===== src/rtl/amp_gain_ctrl.sv =====
module amp_gain_ctrl #(
  parameter int GAIN_W  = 8,
  parameter int MUTE_DB = -90
) (
  input  logic                     clk,
  input  logic                     rst_n,
  input  logic                     wr_stb,
  input  logic [7:0]               wr_byte,
  output logic signed [GAIN_W-1:0] gain_db,
  output logic                     amp_en,
  output logic                     mute_on,
  output logic                     test_mode,
  output logic                     vol_alias
);
  localparam int CODE_W = 6;
  localparam logic signed [GAIN_W-1:0] MUTE_G = GAIN_W'(MUTE_DB);

  logic [CODE_W-1:0] vol_q, vol_n;
  logic run_q, run_n, mute_q, mute_n, test_q, test_n;
  logic signed [GAIN_W-1:0] gain_q, gain_n;

  function automatic logic signed [GAIN_W-1:0] code_gain(input logic [CODE_W-1:0] c);
    int g;
    logic [4:0] b;
    b = 5'(c);
    if (c >= 6'd60)      g = 2 * int'(c) - 78;
    else if (c >= 6'd48) g = 2 * int'(c) - 80;
    else if (c == 6'd47) g = 14;
    else if (c >= 6'd43) g = 4 * (int'(c) - 43);
    else begin
      if (c >= 6'd32) b = 5'(c - 6'd32);
      if (b == 5'd0)      g = MUTE_DB;
      else if (b < 5'd7)  g = 3 * int'(b) - 28;
      else                g = 2 * int'(b) - 22;
    end
    return GAIN_W'(g);
  endfunction

  always_comb begin
    vol_n  = vol_q;
    run_n  = run_q;
    mute_n = mute_q;
    test_n = test_q;
    if (wr_stb) begin
      if (wr_byte[7]) vol_n = wr_byte[CODE_W-1:0];
      else begin
        run_n  = wr_byte[0];
        mute_n = wr_byte[1];
        test_n = wr_byte[4];
      end
    end
  end

  assign gain_n = mute_n ? MUTE_G : code_gain(vol_n);

  always_ff @(posedge clk or negedge rst_n) begin
    if (!rst_n) begin
      vol_q  <= '0;
      run_q  <= 1'b0;
      mute_q <= 1'b0;
      test_q <= 1'b0;
      gain_q <= MUTE_G;
    end else begin
      vol_q  <= vol_n;
      run_q  <= run_n;
      mute_q <= mute_n;
      test_q <= test_n;
      gain_q <= gain_n;
    end
  end

  assign gain_db   = gain_q;
  assign amp_en    = run_q;
  assign mute_on   = mute_q;
  assign test_mode = test_q;
  assign vol_alias = (vol_q >= 6'd32) && (vol_q <= 6'd59);

  AST_MODE_KEEPS_VOL: assert property (@(posedge clk) disable iff (!rst_n)
    (wr_stb && !wr_byte[7]) |=> $stable(vol_q));
  AST_VOL_KEEPS_MODE: assert property (@(posedge clk) disable iff (!rst_n)
    (wr_stb && wr_byte[7]) |=> ($stable(run_q) && $stable(mute_q) && $stable(test_q)));
  AST_MUTE_GAIN: assert property (@(posedge clk) disable iff (!rst_n)
    mute_on |-> gain_db == MUTE_G);
  AST_RUN_FOLLOWS: assert property (@(posedge clk) disable iff (!rst_n)
    (wr_stb && !wr_byte[7]) |=> amp_en == $past(wr_byte[0]));
  AST_RESET_DEFAULT: assert property (@(posedge clk) disable iff (!rst_n)
    $rose(rst_n) |-> (gain_db == MUTE_G && !amp_en && !mute_on && !test_mode));
  AST_GAIN_HOLDS: assert property (@(posedge clk) disable iff (!rst_n)
    !wr_stb |=> $stable(gain_db));
endmodule


===== config.mk =====
export PLATFORM = sky130hd
export DESIGN_NAME = amp_gain_ctrl
export DESIGN_NICKNAME = d
export VERILOG_FILES = /design/src/rtl/amp_gain_ctrl.sv
export SDC_FILE = /design/constraint.sdc
export NUM_CORES = 1
export LEC_CHECK = 0
export ABC_CLOCK_PERIOD_IN_PS = 5800
export BUFFER_PORTS_ARGS = -buffer_cell sky130_fd_sc_hd__buf_4
export CORE_MARGIN = 8
export CORE_UTILIZATION = 55
export CTS_CLUSTER_DIAMETER = 30
export DETAILED_ROUTE_END_ITERATION = 12
export GPL_TIMING_DRIVEN = 0
export PLACE_DENSITY_LB_ADDON = 0.3
export SYNTH_ARGS = -nofsm -noshare
export SYNTH_HDL_FRONTEND = slang
export SYNTH_SLANG_ARGS = --single-unit
export TNS_END_PERCENT = 20

===== constraint.sdc =====
create_clock -name clk -period 5.8 [get_ports clk]
set_clock_uncertainty 0.1 [all_clocks]
set_input_delay 0.58 -clock clk [delete_from_list [all_inputs] [get_ports clk]]
set_output_delay 0.58 -clock clk [all_outputs]
set_load 0.02 [all_outputs]

# Word-level counts from Yosys, hierarchy flattened
# Cells that the tools add are included.
# W data, S select, Z words.
[classes] addsub=6 multipliers=1 magnitude_cmp=7 n_eq_ne=1 n_mux=16 bitwise_logic=1 n_reduce_logical=3
[op_table] operator="$mux W8" count=7
[op_table] operator="$ge A6 B6 Y1 const B" count=5
[op_table] operator="$mux W5" count=5
[op_table] operator="$sub A7 B7 Y8 const B" count=2
[op_table] operator="$mux W6" count=2
[op_table] operator="$sub A7 B5 Y8 const B" count=1
[op_table] operator="$mul A2 B5 Y7 const A" count=1
[op_table] operator="$sub A6 B5 Y7 const B" count=1
[op_table] operator="$eq A6 B6 Y1 const B" count=1
[op_table] operator="$le A6 B6 Y1 const B" count=1
[op_table] operator="$sub A6 B6 Y6 const B" count=1
[op_table] operator="$logic_not A5 Y1" count=1
[op_table] operator="$lt A5 B3 Y1 const B" count=1
[op_table] operator="$sub A5 B1 Y5 const B" count=1
[op_table] operator="$mux W1" count=2
[op_table] operator="$reduce_and A2 Y1" count=1
[op_table] operator="$logic_and A1 B1 Y1" count=1
[op_table] operator="$not A1 Y1" count=1
[word_totals] register_bits=17 in_bits=11 out_inout_bits=12 elab_cells=40

# Longest topological paths before layout
[logic_depth] word_depth=17 depth_mapped=13 mapped_depth_nobuf=12

# Least setup slack after synthesis
# OpenSTA, ideal clock, no wires.
[synth_timing] kind="in2reg" from="in wr_byte[7]" to="reg gain_q[7], in the netlist gain_db[7]" setup_ns=0.079 arrival_ns=3.019 required_ns=5.621 setup_slack_ns=2.603 cell_stages=11 path_buffers=1 path_cell_list="and2_4 buf_6 mux2i_1 inv_1 ha_1 ha_1 a21o_1 a31oi_1 nor2_1 o311a_1 o21ai_0"
[synth_via] elab_chain_len=17 elab_cells_between_ends=30 classes_between="add/sub (6); mul (1); order compare (5); eq/ne (1); mux (16); reduce/logical (1)"
[synth_lines] element="start: declaration" line_no="8" source="input logic [7:0] wr_byte,"
[synth_lines] element="$mux W6 *" line_no="45" source="if (wr_byte[7]) vol_n = wr_byte[CODE_W-1:0];"
[synth_lines] element="$mux W6 *" line_no="44" source="if (wr_stb) begin"
[synth_lines] element="named net vol_n[3]" line_no="18" source="logic [CODE_W-1:0] vol_q, vol_n;"
[synth_lines] element="$sub A5 B1 Y5 / $ge A6 B6 Y1 (equally long branches)" line_no="31" source="if (c >= 6'd32) b = 5'(c - 6'd32);"
[synth_lines] element="$mux W5" line_no="31"
[synth_lines] element="$mux W5" line_no="29" source="else if (c >= 6'd43) g = 4 * (int'(c) - 43);"
[synth_lines] element="$mux W5" line_no="28" source="else if (c == 6'd47) g = 14;"
[synth_lines] element="$mux W5" line_no="27" source="else if (c >= 6'd48) g = 2 * int'(c) - 80;"
[synth_lines] element="[3 not listed]"
[synth_lines] element="$mux W8" line_no="33" source="else if (b < 5'd7) g = 3 * int'(b) - 28;"
[synth_lines] element="$mux W8" line_no="32" source="if (b == 5'd0) g = MUTE_DB;"
[synth_lines] element="$mux W8" line_no="29"
[synth_lines] element="$mux W8" line_no="28"
[synth_lines] element="$mux W8" line_no="27"
[synth_lines] element="$mux W8 *" line_no="26" source="if (c >= 6'd60) g = 2 * int'(c) - 78;"
[synth_lines] element="$mux W8 *" line_no="54" source="assign gain_n = mute_n ? MUTE_G : code_gain(vol_n);"
[synth_lines] element="named net gain_n[7]" line_no="20" source="logic signed [GAIN_W-1:0] gain_q, gain_n;"
[synth_lines] element="end signal: assignment" line_no="68" source="gain_q <= gain_n;"
[synth_lines] element="end: declaration" line_no="20"
# The timed path passes the listed nets; every way through them passes the cells marked *. The select of a mux whose other input is x is not followed.
# A chain may end at the register's enable or synchronous reset.

# Worst setup path after layout
# Ends and elaborated chain as after synthesis.

==> impl_metrics.ini <==
[routing]
detail_route.drc_violations = 0
avg_vias_per_cell = 6.14
drt_first_iter_violations = 45
post_drt_wl_per_cell_um = 16.9
firstDrtPassIters = 5
detailroute.via_count = 1235
route.antenna.remaining_nets = 0
detail_route.wirelength_mm = 3.39

[clocking]
cts_root_buf = clkbuf_4
cts_post_setup_buffers_inserted = 0
clk-insertion-delay-late_ns = 0.30
ctsHtreeMaxLevel = 1
max-clock-path-buffers = 2
postCtsHoldBufs = 0
tritoncts = built
ctsResizeCount = 0
numClockSinks = 17
clkTransAtPathRegs_ns = 0.11
tritoncts.num_buffers = 3

[setup_path]
critical_path.max_fanout = 8
timing_worst_setup_path_type = primary input to flop
startpoint_type = primary input
critical_path.endpoint_type = flop
cp_data_arrival_time_ns = 3.69
required_time_of_the_worst_setup_path_ns = 5.89

[sta]
count_of_endpoints_failing_hold_in_the_final_timing_report = 0
final.min_clock_period_ns = 3.60
worst_slew_pin_slew_ns = 0.831
timing.setup.tns_ns = 0
max_slew_violation_total_from_the_final_report = 0
final.setup.worst_slack_ns = 2.20
clock.fmax_mhz = 278
worst_slew_margin_rel_pct = 43.0
final-setup-viol-count = 0
rsz0062_at_grt = false
layout_worst_path_cycle_share_pct = 62.1

[power_and_ir_drop]
finalPower_mw = 0.501
power.density_mw_per_mm2 = 307
cellLeakagePower_nw = 0.771
worst_ir_drop_on_vdd_v = 0.000208

[global_routing]
vias_in_the_first_global_route = 1202
gr-total-overflow = 0
grt_usage_pct = 16.5
grt_start_max_net_pins = 18
grt_first_pass_wirelength_mm = 5.79
antenna_found_initial = 0

[yosys]
post-synth-top-area-cell = dfrtp_1
netlist_top_cells_area = dfrtp_1 (23%), ha_1 (15%), dfstp_2 (7.5%)
synthDominantCellAreaShare_pct = 23.1
asyncSetResetFlopFracSynth_pct = 100
synth_top_family_by_area = compound AO/OA/AOI/OAI gates
ys_seq_elements = 17
count_of_synthesis_stage_warnings_from_yosys = 0
yosys.area_share.adder_pct = 16.5
synth_xor_xnor_area_share_pct = 3.73
syn-num-nets = 175
synth_seq_area_share_pct = 30.6
synth.distinct_cells = 44
synth_compound_area_share_pct = 22.8
portion_of_netlist_area_occupied_by_mux_cells_pct = 10.8
syn-instance-count = 146
synth_ff_type = dfrtp_1
syn-cell-area_mm2 = 0.00141
syn_avg_cell_area_um2 = 9.65
synthSimpleGateAreaFrac_pct = 10.7
synth_edf_count = 0

[place]
port_buffers = 21
gp_congestion = 0.947
place.detailed.hpwl_mm = 2.68
detailedPlace.worstSlack_ns = 1.92
placement.cell_area_mm2 = 0.00160

[layout]
post_route_cells_drive_above_1_share_pct = 26.3
stdcell_area_mm2 = 0.00163
fillCellCount = 202
utilization_of_the_core_after_routing_pct = 66.5
flow.area_growth_from_synthesis_pct = 15.8
antenna_diode_count = 0
final_net_count = 201

[floorplanning]
dieArea_mm2 = 0.00444
core_area_mm2 = 0.00245
die_span_in_x_um = 66.6
top_level_ports = 23
die_h_um = 66.6
placementRows = 18
initial_utilization_pct = 57.4

[flow_run]
max-cap-violations = 0

[hold_path]
hp-class = primary input to async pin

[status]
run_status = finished clean
-- Yosys cell counts (all sizes together) (4+ instances only) --
cell	number
ha	17
a21oi	13
dfrtp	13
inv	13
o21ai	10
nand2	9
mux2i	7
nor2	7
a21o	5
nand3	5
dfstp	4
mux2	4
o211ai	4
-- sequential cells by signal, summed over array words and instances, names as in the netlist --
| name | cells |
|---|---|
| amp_en | 1 |
| test_mode | 1 |
| mute_on | 1 |
| gain_db | 8 |
| vol_q | 6 |
-- cell usage in the layout (no fill, tap or decap), drive strengths merged --
master / instances
a31oi: 3
a21o: 5
and4: 1
clkbuf: 3
a32oi: 1
nand2: 9
or3: 2
o21a: 1
nand3: 5
a211oi: 2
buf: 23
mux2i: 7
dfstp: 4
nor2: 7
a221oi: 3
xor2: 3
dfrtp: 13
nor2b: 1
clkinv: 1
o21ai: 10
o211a: 1
mux2: 4
o22ai: 1
and2: 2
fa: 1
o311ai: 1
inv: 13
nand2b: 1
nand4: 1
nor3: 2
o311a: 1
ha: 17
a21boi: 1
xnor2: 3
o2111ai: 1
o211ai: 4
a21oi: 13
-- where the power goes --
group	switching [mW]	total, mW	internal [mW]
sequential	0.0104	0.158	0.147
combinational	0.165	0.277	0.113
clock	0.0400	0.0657	0.0257
-- critical path: stages --
cell and delay [ns]:
buf_4 0.10, and2_4 0.13, buf_6 0.16, mux2i_1 0.72, inv_1 0.29, ha_1 0.36, ha_1 0.33, a21o_1 0.18
a31oi_1 0.20, nor2_1 0.07, o311a_1 0.29, o21ai_0 0.27
-- metrics by stage --
step,hold slack [ns],std cells
6_report,0.0248,201
2_1_floorplan,0.184,146
3_3_place_gp,0.348,197
5_1_grt,0.0297,201
3_5_place_dp,0.356,197
4_1_cts,0.0223,201
-- area by class of cell --
cell class / count / area, um2 / area share [%]
multi-input combinational: 114 / 911 / 55.8
sequential: 17 / 430 / 26.4
timing repair buffer: 21 / 158 / 9.66
inverter: 13 / 51.3 / 3.14
tap: 30 / 37.5 / 2.30
clock buffer: 3 / 22.5 / 1.38
buffer: 2 / 16.3 / 0.997
clock inverter: 1 / 5.00 / 0.307
-- routing by layer --
| metal | up-vias | global-route usage [%] | part of all wire, % |
|---|---|---|---|
| met4 | 0 | 9.60 | 4.0 |
| met3 | 19 | 2.35 | 7.6 |
| met2 | 58 | 25.0 | 44 |
| met1 | 576 | 21.6 | 44 |
| li1 | 582 | - | - |
| met5 | - | 0 | 0 |
-- path summary, 6_finish.rpt --
path	startpoint	endpoint	slack, ns	cells after the start
max	wr_byte[7]	gain_db[7]	2.20	12
min	rst_n	test_mode	0.02	1
max reg2reg	vol_q[3]	gain_db[7]	2.56	9
min reg2reg	test_mode	test_mode	0.42	1
max in group asynchronous	rst_n	gain_db[7]	5.31	1
min in group clk	test_mode	test_mode	0.42	1
-- kinds of logic after synthesis --
group | Yosys count
compound gates | 48
xor+xnor | 6
fa+ha+maj | 18
buf+inv | 15
flops | 17
mux | 11
simple gates | 31
No activity file was read; power rests on OpenSTA's default activity.
